**config.mk**
```make
export PLATFORM = sky130hd
export DESIGN_NAME = rtz_stage_ctrl
export DESIGN_NICKNAME = d
export VERILOG_FILES = /design/src/rtl/rtz_pkg.sv /design/src/rtl/rtz_seq.sv /design/src/rtl/rtz_capture.sv /design/src/rtl/rtz_violation.sv /design/src/rtl/rtz_stage_ctrl.sv
export SDC_FILE = /design/constraint.sdc
export NUM_CORES = 1
export LEC_CHECK = 0
export ABC_AREA = 1
export ABC_CLOCK_PERIOD_IN_PS = 1300
export BUFFER_PORTS_ARGS = -buffer_cell sky130_fd_sc_hd__buf_2
export CORE_MARGIN = 4
export CORE_UTILIZATION = 45
export CTS_BUF_LIST = sky130_fd_sc_hd__clkbuf_4
export DETAILED_ROUTE_END_ITERATION = 7
export PLACE_DENSITY = 0.74
export RECOVER_POWER = 50
export SLEW_MARGIN = 20
export SYNTH_ARGS = -nofsm -noshare
export SYNTH_HDL_FRONTEND = slang
export SYNTH_SLANG_ARGS = --single-unit
```
**constraint.sdc**
```tcl
create_clock -name clk -period 1.3 [get_ports clk]
set_clock_uncertainty 0.1 [all_clocks]
set_input_delay 0.065 -clock clk [delete_from_list [all_inputs] [get_ports clk]]
set_output_delay 0.065 -clock clk [all_outputs]
set_load 0.02 [all_outputs]
```
**src/rtl/rtz_pkg.sv**
```systemverilog
package rtz_pkg;

    typedef enum logic [2:0] {
        ST_IDLE,
        ST_GO,
        ST_SENT,
        ST_ACKD,
        ST_DROP,
        ST_RTZ
    } rtz_state_e;

    typedef struct packed {
        rtz_state_e st;
        logic       go;
        logic       req;
        logic       ack;
    } rtz_seq_t;

    typedef struct packed {
        logic fin_prev;
        logic ack_prev;
        logic err;
    } rtz_viol_t;

    localparam rtz_seq_t SEQ_RESET = '{st: ST_IDLE, go: 1'b0, req: 1'b0, ack: 1'b0};

endpackage

```
**src/rtl/rtz_seq.sv**
```systemverilog
module rtz_seq
    import rtz_pkg::*;
(
    input  logic clk,
    input  logic rst_n,
    input  logic up_req,
    input  logic dp_fin,
    input  logic dn_ack,
    output logic dp_go,
    output logic dn_req,
    output logic up_ack,
    output logic load
);

    rtz_seq_t s_d, s_q;

    always_comb begin
        s_d  = s_q;
        load = 1'b0;
        unique case (s_q.st)
            ST_IDLE: if (up_req) begin
                s_d.st = ST_GO;
                s_d.go = 1'b1;
            end
            ST_GO: if (dp_fin) begin
                s_d.st  = ST_SENT;
                s_d.req = 1'b1;
                load    = 1'b1;
            end
            ST_SENT: if (dn_ack) begin
                s_d.st  = ST_ACKD;
                s_d.ack = 1'b1;
            end
            ST_ACKD: if (!up_req) begin
                s_d.st = ST_DROP;
                s_d.go = 1'b0;
            end
            ST_DROP: if (!dp_fin) begin
                s_d.st  = ST_RTZ;
                s_d.req = 1'b0;
            end
            ST_RTZ: if (!dn_ack) begin
                s_d.st  = ST_IDLE;
                s_d.ack = 1'b0;
            end
            default: s_d = SEQ_RESET;
        endcase
    end

    always_ff @(posedge clk) begin
        if (!rst_n) s_q <= SEQ_RESET;
        else        s_q <= s_d;
    end

    assign dp_go  = s_q.go;
    assign dn_req = s_q.req;
    assign up_ack = s_q.ack;

endmodule

```
**src/rtl/rtz_capture.sv**
```systemverilog
module rtz_capture #(
    parameter int unsigned DATA_W = 8
) (
    input  logic              clk,
    input  logic              rst_n,
    input  logic              load,
    input  logic [DATA_W-1:0] din,
    output logic [DATA_W-1:0] dout
);

    logic [DATA_W-1:0] hold_d, hold_q;

    always_comb begin
        hold_d = hold_q;
        if (load) hold_d = din;
    end

    always_ff @(posedge clk) begin
        if (!rst_n) hold_q <= '0;
        else        hold_q <= hold_d;
    end

    assign dout = hold_q;

endmodule

```
**src/rtl/rtz_violation.sv**
```systemverilog
module rtz_violation
    import rtz_pkg::*;
(
    input  logic clk,
    input  logic rst_n,
    input  logic dp_go,
    input  logic dp_fin,
    input  logic dn_req,
    input  logic dn_ack,
    output logic err
);

    rtz_viol_t v_d, v_q;
    logic      fin_drop_bad;
    logic      ack_rise_bad;

    always_comb begin
        fin_drop_bad = v_q.fin_prev && !dp_fin && dp_go;
        ack_rise_bad = !v_q.ack_prev && dn_ack && !dn_req;
        v_d.fin_prev = dp_fin;
        v_d.ack_prev = dn_ack;
        v_d.err      = v_q.err || fin_drop_bad || ack_rise_bad;
    end

    always_ff @(posedge clk) begin
        if (!rst_n) v_q <= '0;
        else        v_q <= v_d;
    end

    assign err = v_q.err;

endmodule

```
**src/rtl/rtz_stage_ctrl.sv**
```systemverilog
module rtz_stage_ctrl #(
    parameter int unsigned DATA_W = 8
) (
    input  logic              clk,
    input  logic              rst_n,
    input  logic              up_req_i,
    output logic              up_ack_o,
    output logic              dp_go_o,
    input  logic              dp_fin_i,
    input  logic [DATA_W-1:0] dp_data_i,
    output logic              dn_req_o,
    input  logic              dn_ack_i,
    output logic [DATA_W-1:0] dn_data_o,
    output logic              proto_err_o
);

    logic load;

    rtz_seq u_seq (
        .clk    (clk),
        .rst_n  (rst_n),
        .up_req (up_req_i),
        .dp_fin (dp_fin_i),
        .dn_ack (dn_ack_i),
        .dp_go  (dp_go_o),
        .dn_req (dn_req_o),
        .up_ack (up_ack_o),
        .load   (load)
    );

    rtz_capture #(.DATA_W(DATA_W)) u_cap (
        .clk   (clk),
        .rst_n (rst_n),
        .load  (load),
        .din   (dp_data_i),
        .dout  (dn_data_o)
    );

    rtz_violation u_viol (
        .clk    (clk),
        .rst_n  (rst_n),
        .dp_go  (dp_go_o),
        .dp_fin (dp_fin_i),
        .dn_req (dn_req_o),
        .dn_ack (dn_ack_i),
        .err    (proto_err_o)
    );

endmodule

```
# ---- After elaboration in Yosys (flattened, before gate mapping)
# Cells that the tools add are included.
dict set report word_totals {
  reg_bits 17
  inputBits 13
  output_inout_bits 12
}
dict set report classes {
  n_eq_ne 11
  n_mux 16
  n_reduce_logical 17
  bitwise 3
}
# op n
set ops {}
lappend ops {{$pmux 3 s6} 1}
lappend ops {{$mux 3} 4}
lappend ops {{$ne 2x2->1 const B} 6}
lappend ops {{$reduce_or 4->1} 3}
lappend ops {{$pmux 1 s3} 3}
lappend ops {{$reduce_and 3->1} 3}
lappend ops {{$mux 4} 2}
lappend ops {{$eq 3x2->1 const B} 2}
lappend ops {{$eq 3x3->1 const B} 2}
lappend ops {{$mux 1} 6}
lappend ops {{$reduce_and 6->1} 1}
lappend ops {{$logic_and 1x1->1} 4}
lappend ops {{$eq 3x1->1 const B} 1}
lappend ops {{$logic_not 1->1} 3}
lappend ops {{$logic_not 3->1} 1}
lappend ops {{$not 1->1} 3}
lappend ops {{$logic_or 1x1->1} 2}

# ---- Longest topological paths before layout
# Gate-level depths: netlist of the first run.
dict set report logic_depth {
  depth_word 5
  ltp_mapped 9
  ltp_nobuf 8
}

# ---- By module
# From an unflattened synthesis of the first run, not the netlist that was laid out.
dict set report unflattened {
  hier_cells 130
  area_unflattened_um2 877.1
}
# mod area_per_inst_um2 instances cells_per_inst
set by_module_without_submodules {}
lappend by_module_without_submodules {rtz_seq 397.9 1 63}
lappend by_module_without_submodules {rtz_capture 356.6 1 51}
lappend by_module_without_submodules {rtz_violation 122.6 1 16}

# ---- Least setup slack after synthesis of the first run
# Ideal clock, no wire load.
dict set report synth_timing {
  kind {register -> register}
  from {register u_seq.s_q[3] (netlist bit)}
  to {register u_seq.s_q[5] (netlist bit)}
  t_required_ns 1.087
  setup_ns 0.113
  path_buffers 1
  setup_slack_ns 0.087
  stages_incl_launch_ff 10
  t_arrival_ns 1.001
  cell_sequence {dfxtp_1 > buf_6 > nor2_2 > nand2_1 > nand2_2 > nand2_4 > nand3_4 > nand2_1 > nand2_1 > nor2_1}
}
dict set report synth_between {
  elab_chain_cells 3
}
# item line
set synth_lines {}
lappend synth_lines {{start: declaration} rtz_seq.sv:15} ;# rtz_seq_t s_d, s_q;
lappend synth_lines {{start signal: assignment} rtz_seq.sv:51} ;# if (!rst_n) s_q <= SEQ_RESET;
lappend synth_lines {{start signal: assignment} rtz_seq.sv:52} ;# else s_q <= s_d;
lappend synth_lines {{$eq 3x2->1, or another cell as far along} rtz_seq.sv:20} ;# unique case (s_q.st)
lappend synth_lines {{$ne 2x2->1 (no line)} -}
lappend synth_lines {{$reduce_and 6->1 (no line)} -}
# Several ways; a longest one is shown, not always the timed one.
# A chain may end at the register's enable or synchronous reset.

# ---- Worst setup path after layout of the first run
dict set report layout_timing {
  from {register u_seq.s_q[5] (netlist bit)}
  to {register u_cap.hold_q[4] (netlist: u_cap.dout[4])}
}
dict set report layout_between {
  elab_chain_cells 2
}
# item line
set layout_lines {}
lappend layout_lines {{$eq 3x1->1} rtz_seq.sv:20}
lappend layout_lines {{$mux 1} rtz_seq.sv:20}
lappend layout_lines {{end signal: assignment} rtz_capture.sv:20} ;# else hold_q <= hold_d;
lappend layout_lines {{end: declaration} rtz_capture.sv:11} ;# logic [DATA_W-1:0] hold_d, hold_q;
# Every way passes these cells.

==> results of run 1 <==
[power by group through the flow]
stage	combinational (mW)	clock [mW]	sequential [mW]
after floorplan	0.313	0	0.684
after global placement	0.508	0	0.640
after detailed placement	0.512	0	0.642
after CTS	0.540	0.297	0.633
after global routing	0.629	0.321	0.660
final	0.563	0.280	0.651
[cell usage after synthesis]
cell type | number | area (um^2)
nor2_1 | 23 | 86.3
nand2_1 | 18 | 67.6
dfxtp_1 | 17 | 340
nand3_1 | 11 | 55.1
o21ai_0 | 10 | 50.1
inv_1 | 9 | 33.8
nand2_2 | 6 | 37.5
inv_2 | 4 | 15.0
nand3_2 | 3 | 30.0
a21oi_1 | 2 | 10.0
buf_6 | 2 | 22.5
nand2_4 | 2 | 22.5
buf_2 | 1 | 5.00
nand3_4 | 1 | 17.5
nand4_1 | 1 | 6.26
nor2_2 | 1 | 6.26
nor2_4 | 1 | 11.3
o211ai_1 | 1 | 7.51
o21ai_1 | 1 | 5.00
o31ai_1 | 1 | 7.51
xor2_1 | 1 | 8.76
[path summary, 6_finish.rpt]
kind	from	end	slack (ns)	cells past startpoint
hold / removal	rst_n	u_seq.s_q[5]$_SDFFE_PN0P_	0.02	3
hold reg to reg	u_seq.up_ack$_SDFFE_PN0P_	u_seq.up_ack$_SDFFE_PN0P_	0.38	2
setup / recovery	u_seq.s_q[5]$_SDFFE_PN0P_	u_cap.dout[4]$_SDFFE_PN0P_	0.09	6
setup reg to reg	u_seq.s_q[5]$_SDFFE_PN0P_	u_cap.dout[4]$_SDFFE_PN0P_	0.09	6
[worst max-delay path: stages, from the launching register on]
cell and delay (ns):
dfxtp_4 0.37, inv_6 0.10, nand3_4 0.09, nor2_4 0.19, buf_12 0.13, o21ai_0 0.07
nor2_1 0.10
[sequential cells by signal, summed over array words and instances, names as in the netlist]
name and cells:
u_cap.dout 8, u_seq.s_q 3, u_viol.v_q 2, u_seq.dn_req 1
u_seq.dp_go 1, u_seq.up_ack 1, u_viol.err 1
[cells by family after synthesis]
logic type	Yosys count	share of synthesized area
compound gates	15	0.0947
simple gates	67	0.402
xor+xnor	1	0.0104
flops	17	0.402
buf+inv	16	0.0902
[routing by layer]
metal	global-route usage	vias to the layer above	part of all wire
li1	-	453	-
met1	0.206	401	0.45
met2	0.318	20	0.50
met3	0.0437	2	0.037
met4	0.0742	0	0.0072
met5	0	-	0
[area by class of cell]
type,instances,area [um^2]
Multi-Input combinational cell,83,454
Timing Repair Buffer,41,273
Sequential cell,17,352
Tap cell,25,31.3
Inverter,13,58.8
Clock inverter,1,5.00
Fill cell,146,549
Clock buffer,3,22.5
[stage by stage]
| stage | worst slack, ns | instances | utilization |
|---|---|---|---|
| 5_1_grt | -0.00849 | 183 | 0.685 |
| 4_1_cts | 0.0101 | 183 | 0.669 |
| 6_report | 0.0873 | 183 | 0.685 |
| 2_1_floorplan | 0.0866 | 116 | - |
| 3_5_place_dp | -0.00181 | 168 | 0.589 |
| 3_3_place_gp | 0.0295 | 168 | 0.589 |
[timing repair]
| action | CTS | global route |
|---|---|---|
| pin swaps | 0 | 4 |
| setup buffers | 0 | 0 |
| hold endpoints to repair | 12 | 0 |
| setup endpoints to repair | 6 | 13 |
| hold buffers | 11 | 0 |
| gates resized for setup | 2 | 15 |
| cloned | 0 | 0 |
==> results.md, run 1 <==
- Routed vias/inst: 4.79
- Final Power: 1.49 mW
- Worst Path Arrival: 1.34 ns
- Register area share after synthesis: 0.402
- Clock Pin Slew Worst Setup and Hold Paths: 0.10 ns
- Comb pwr share: 0.377
- Core box area: 1750 um^2
- Largest net degree at the start of global routing: 17
- Setup_tns: 0 ns
- First-pass GRT wire length: 3630 um
- CP max FO: 11
- Die height: 51.4 um
- Fmax achieved: 0.825 GHz
- Initial cell density of the core: 0.485
- NetSw: 0.558 mW
- Leading cell type in the layout, fill and taps excluded: nor2_1
- CTS Sinks: 17
- I/O pin count: 25
- Layout cells sized above 1: 0.297
- H-tree depth: 1
- Post-synthesis cell area: 846 um^2
- Final hold violation count: 0
- Vias in the first global route: 868
- Final GP Congestion: 0.921
- Rows: 15
- Tmin final: 1.21 ns
- Die width: 51.4 um
- Port bufs: 24
- Initial antenna violation count: 0
- TritonCTS Buffers: 3
- Flop pwr share: 0.436
- DRC violations left: 0
- Hpwl dp: 1420 um
- Worst Tran Pin Value: 0.262 ns
- Synthesized instance count: 116
- CTS tree: built
- Final nets: 172
- Drt total wl: 2070 um
- Ys Warns: 0
- Syn_area_per_cell: 7.29 um^2
- Period utilization: 0.933
- Final Setup Violations: 0
- Hold slack final: 0.0150 ns
- Setup Crit Path Kind: reg2reg
- Sw Ratio: 0.374
- Root buf cell: clkbuf_4
- Status: complete, no violations
- Clock power share: 0.187
- Library cells used by synthesis: 21
- DRT antenna net count: 0
- Dpl cell area: 1030 um^2
- Maxcap violations: 0
- P_int: 0.935 mW
- RSZ-0062 raised after global routing: yes
- Most frequent cells in the layout: nor2_1 (20), nand2_1 (18), dfxtp_1 (14)
- Die Area: 2640 um^2
- Peak VDD IR: 0.776 mV
- Clk_lat worst skew: 0.29 ns
- Grt ovf: 0
- Slew Limit Fails: 0
- Worst setup SP type: flip-flop
- 1st-pass router iterations: 4
- Yosys reg bits: 17
- N_diodes: 0
- GRT Util Overall: 0.180
- Wire per inst: 11.3 um
- 1st-iter DRT viols: 13
- Max Root-Sink Buffers: 2
- Via Count: 876
- Relative slew slack: 0.826
- Type of the tightest min-delay check: in2reg
- Layout area overhead: 41.4%
- CP Capture Type: flip-flop
- Design area: 1200 um^2
- Leakage: 0.571 nW
- Pwr dens: 1250 nW/um^2
- WP data required: 1.43 ns
- Syn Nets: 129
Power figures use the tool's default switching activity.
==> run 2: changes to the inputs <==
PLACE_DENSITY = 0.84   (was 0.74)
==> run 2 against run 1 <==
Compared with the run above: die area did not move; largest cell class unchanged; critical endpoint is now u_seq.dp_go$_SDFFE_PN0P_; largest power group unchanged; core utilization increased by 1.1 points; critical path depth unchanged; non-clock buffer count did not move.
==> results.md, run 2 (same netlist as run 1, synthesis figures left out) <==
- Hold slack final: 0.0225 ns
- Port bufs: 24
- Root buf cell: clkbuf_4
- CP max FO: 5
- Worst-path cell chain: buf_4 > xor2_1 > nand2_1 > nand3_1 > nand2_1 > a21oi_1
- H-tree depth: 1
- Leading cell type in the layout, fill and taps excluded: buf_2
- Relative slew slack: 0.832
- Max reg flops: 8
- I/O pin count: 25
- Most frequent cells in the layout: buf_2 (24), nor2_1 (20), nand2_1 (17)
- Die height: 51.4 um
- Clk_lat worst skew: 0.28 ns
- CTS tree: built
- TritonCTS Buffers: 3
- Rows: 15
- Worst Tran Pin Value: 0.252 ns
- Vias in the first global route: 790
- Fmax achieved: 0.800 GHz
- M1 WL: 972 um
- Wire per inst: 12.8 um
- Peak VDD IR: 1.08 mV
- Crit path max-delay family: flip-flops
- Design area: 1210 um^2
- Via Count: 901
- Maxcap violations: 0
- Die width: 51.4 um
- Clock Pin Slew Worst Setup and Hold Paths: 0.10 ns
- Drt total wl: 2350 um
- Worst Path Arrival: 1.36 ns
- Core box area: 1750 um^2
- Top layer in use: met4
- 1st-pass router iterations: 5
- Layout area overhead: 43.6%
- First-pass GRT wire length: 3520 um
- Setup_tns: 0 ns
- Count of buffer and inverter cells on the critical path: 1
- Slew Limit Fails: 0
- GRT Util Overall: 0.177
- Die Area: 2640 um^2
- RSZ-0062 raised after global routing: yes
- Setup Crit Path Kind: reg2reg
- Pre-CTS setup slack: -0.0619 ns
- Initial cell density of the core: 0.485
- DRC violations left: 0
- Final nets: 172
- Type of the tightest min-delay check: in2reg
- CTS Sinks: 17
- Layout cells sized above 1: 0.380
- DRT antenna net count: 0
- Routed vias/inst: 4.92
- Worst setup SP type: flip-flop
- 1st-iter DRT viols: 16
- Tmin final: 1.25 ns
- Slowest cell on the critical path: dfxtp_4
- Largest net degree at the start of global routing: 17
- Status: complete, no violations
- Hpwl dp: 1380 um
- Final GP Congestion: 0.915
- Leakage: 0.620 nW
- Initial antenna violation count: 0
- Period utilization: 0.962
- Worst path max stage delay: 0.42 ns
- WL met2: 1230 um
- Grt ovf: 0
- Setup WS post-layout: 0.0495 ns
- CP Capture Type: flip-flop
- Final Setup Violations: 0
- N_diodes: 0
- Met3 wire length: 120 um
- CP most frequent cell: nand2_1
- Final hold violation count: 0
- WP data required: 1.41 ns
- Pwr dens: 1260 nW/um^2
- Dpl cell area: 992 um^2
- Max Root-Sink Buffers: 2
-- run 2: final cells by class --
type	instances	area [um^2]
inverter	13	61.3
fill	123	531
clock buffer	4	30.0
sequential	17	352
tap	25	31.3
timing repair buffer	41	279
multi-input combinational	83	462
-- run 2: per-layer routing --
layer,track usage,up-vias
met5,0,-
met1,0.221,415
li1,-,452
met2,0.311,32
met4,0.0524,0
met3,0.0292,2
-- run 2: tightest hold or removal path, cell delays in order --
cell and delay [ns]:
buf_2 0.18, nand2_1 0.10, nor2_1 0.03
-- run 2: per-stage QoR --
step | power, mW | utilization | std cells
floorplan | 0.997 | - | 116
global placement | 1.10 | 0.568 | 165
detailed placement | 1.12 | 0.568 | 165
CTS | 1.44 | 0.650 | 180
global route | 1.62 | 0.696 | 183
finish | 1.53 | 0.696 | 183
-- run 2: path summary, 6_finish.rpt --
path,cells after the start,endpoint,slack (ns),from
worst max-delay path,6,u_seq.dp_go$_SDFFE_PN0P_,0.05,u_seq.s_q[3]$_SDFFE_PN0P_
worst min-delay path,3,u_seq.s_q[5]$_SDFFE_PN0P_,0.02,rst_n
worst max register to register,6,u_seq.dp_go$_SDFFE_PN0P_,0.05,u_seq.s_q[3]$_SDFFE_PN0P_
worst min register to register,2,u_seq.up_ack$_SDFFE_PN0P_,0.38,u_seq.up_ack$_SDFFE_PN0P_
-- run 2: repair_timing --
action	CTS	global route
hold endpoints to repair	12	0
resized for setup	2	18
setup endpoints to repair	11	13
buffers inserted	0	3
pin swaps	0	5
hold buffers	11	0
-- run 2: where the power goes --
group          total, mW  switching (mW)  internal [mW]
clock              0.295           0.156          0.140
sequential         0.649          0.0608          0.588
combinational      0.588           0.353          0.235
total               1.53           0.569          0.963
==> run 3: changes to the inputs <==
--- a/config.mk
+++ b/config.mk
@@ -14,3 +14,3 @@
 export DETAILED_ROUTE_END_ITERATION = 7
-export PLACE_DENSITY = 0.84
+export PLACE_DENSITY = 0.83
 export RECOVER_POWER = 50
@@ -19,2 +19,3 @@
 export SYNTH_HDL_FRONTEND = slang
+export SYNTH_HIERARCHICAL = 1
 export SYNTH_SLANG_ARGS = --single-unit
==> constraint.sdc (replaced) <==
create_clock -name clk -period 1.3 [get_ports clk]
set_clock_uncertainty 0.1 [all_clocks]
set_input_delay 0.13 -clock clk [delete_from_list [all_inputs] [get_ports clk]]
set_output_delay 0.13 -clock clk [all_outputs]
set_load 0.02 [all_outputs]
==> run 3 against run 2 <==
Compared with the run above: sequential share of layout area grew 2.9 points; die area is 3.1% higher; maximum frequency increased by 0.85%; non-clock buffer count is 13 lower; cell count increased by 0.55%.
==> results.md, run 3 <==
- Status: complete, no violations
- Final Non-Filler Cells: 184
- Tmin final: 1.24 ns
- 1st-pass router iterations: 4
- Worst r2r src: u_seq/s_q[5]$_SDFFE_PN0P_
- RSZ-0062 raised after global routing: yes
- Post-synth top area cell: dfxtp_1
- Peak VDD IR: 0.782 mV
- Synthesized instance count: 130
- Port bufs: 24
- Leading cell type in the layout, fill and taps excluded: nand2_1
- Worst Path Arrival: 1.37 ns
- Ys Warns: 6
- M1 WL: 854 um
- CP Launch Point: u_seq/s_q[5]$_SDFFE_PN0P_
- Met3 wire length: 158 um
- TritonCTS Buffers: 3
- Syn Nets: 143
- I/O pin count: 25
- Maxcap violations: 0
- Top cells by count, synth: nand2_1 (35), nor2_1 (24), inv_1 (20)
- Clock Pin Slew Worst Setup and Hold Paths: 0.10 ns
- Vias in the first global route: 720
- Post-synthesis cell area: 877 um^2
- 1st-iter DRT viols: 23
- Type of the tightest min-delay check: in2reg
- Setup WS post-layout: 0.0601 ns
- Period utilization: 0.954
- Clk_lat worst skew: 0.29 ns
- Wire per inst: 11.4 um
- Leakage: 0.562 nW
- Final hold violation count: 0
- Most common cell in the netlist: nand2_1
- Routed vias/inst: 4.72
- First-pass GRT wire length: 3170 um
- Asr flop ratio synth: 0
- N_diodes: 0
- Largest net degree at the start of global routing: 18
- Post-synth EDFFs: 0
- Root buf cell: clkbuf_4
- Post-synth top flop: dfxtp_1
- Setup_tns: 0 ns
- GRT Util Overall: 0.161
- Layout area overhead: 25.1%
- Die width: 52.2 um
- Worst R2R Setup Slack: 0.06 ns
- CTS tree: built
- CTS Sinks: 17
- Die Area: 2720 um^2
- Layout cells sized above 1: 0.283
- Relative slew slack: 0.826
- Via Count: 869
- Final GP Congestion: 0.849
- Worst setup SP type: flip-flop
- Most frequent cells in the layout: nand2_1 (33), nor2_1 (23), inv_1 (19)
- Dpl cells: 178
- Library cells used by synthesis: 17
- WL met2: 1060 um
- Slew Limit Fails: 0
- Top layer in use: met4
- Grt ovf: 0
- Worst Tran Pin Value: 0.262 ns
- H-tree depth: 1
- Core box area: 1780 um^2
- Yosys reg bits: 17
- WP data required: 1.43 ns
- Drt total wl: 2110 um
- DRC violations left: 0
- Share of the synthesized area in the top cell type: 0.388
- Max reg flops: 8
- Main area contributors after synthesis: dfxtp_1 (39%), nand2_1 (15%), nor2_1 (10%)
- Final Setup Violations: 0
- CP Capture Type: flip-flop
- Rows: 15
- Fmax achieved: 0.806 GHz
- Pre-CTS setup slack: 0.00250 ns
- Pwr dens: 1250 nW/um^2
- DRT antenna net count: 0
- Hpwl dp: 1390 um
- Initial cell density of the core: 0.492
- Setup Crit Path Kind: reg2reg
- Initial antenna violation count: 0
- Register area share after synthesis: 0.388
- Final nets: 173
- Die height: 52.2 um
- CP max FO: 4
- Min-delay src: dp_data_i[2]
- Max Root-Sink Buffers: 2
- Syn_area_per_cell: 6.75 um^2
-- run 3: critical path: stages, from the launching register on --
cell and delay [ns]:
dfxtp_2 0.36, buf_4 0.14, nand3_1 0.09, nand2_2 0.09, nand2_4 0.07, buf_4 0.13
nand2_1 0.04, nand2_1 0.04, a21oi_1 0.11
-- run 3: repair_timing --
item	in CTS	in global routing
hold buffers	2	0
endpoints found under the hold margin	2	0
gates resized for setup	1	19
pin swaps	0	4
setup endpoints to repair	4	13
cloned	0	1
setup buffers	0	1
-- run 3: kinds of logic after synthesis --
family | after synthesis | synth area share
AND/OR/NAND/NOR | 80 | 0.427
buffers and inverters | 26 | 0.146
flip-flops | 17 | 0.388
AO/OA/AOI/OAI | 7 | 0.0399
-- run 3: area by class of cell --
| class | count | area, um^2 |
|---|---|---|
| clock buffer | 3 | 22.5 |
| clock inverter | 1 | 5.00 |
| fill | 165 | 686 |
| inverter | 23 | 93.8 |
| multi-input combinational | 87 | 444 |
| sequential | 17 | 349 |
| tap | 25 | 31.3 |
| timing repair buffer | 28 | 151 |
-- run 3: layer usage --
metal,vias to the layer above,track usage
met1,392,0.178
met2,27,0.276
li1,445,-
met5,-,0
met3,5,0.0573
met4,0,0.0638
-- run 3: worst paths after layout --
path,cells past startpoint,end
worst max-delay path,8,u_seq/up_ack$_SDFFE_PN0P_
worst min register to register,2,u_seq/up_ack$_SDFFE_PN0P_
worst min-delay path,5,u_cap/dout[2]$_SDFFE_PN0P_
worst max register to register,8,u_seq/up_ack$_SDFFE_PN0P_
-- run 3: per-stage QoR --
stage	hold slack [ns]	utilization	total power [mW]	instance area, um^2
2_1_floorplan	0.123	-	0.933	878
3_3_place_gp	0.269	0.563	1.02	1000
3_5_place_dp	0.272	0.563	1.03	1000
4_1_cts	0.00716	0.592	1.33	1050
5_1_grt	0.0204	0.615	1.47	1100
6_report	0.0115	0.615	1.37	1100
-- run 3: power breakdown --
group          internal, mW  switching [mW]  total (mW)  leakage, nW
combinational         0.165           0.280       0.445        0.403
sequential            0.581          0.0599       0.641        0.141
clock                 0.115           0.167       0.282       0.0177
total                 0.861           0.507        1.37        0.562
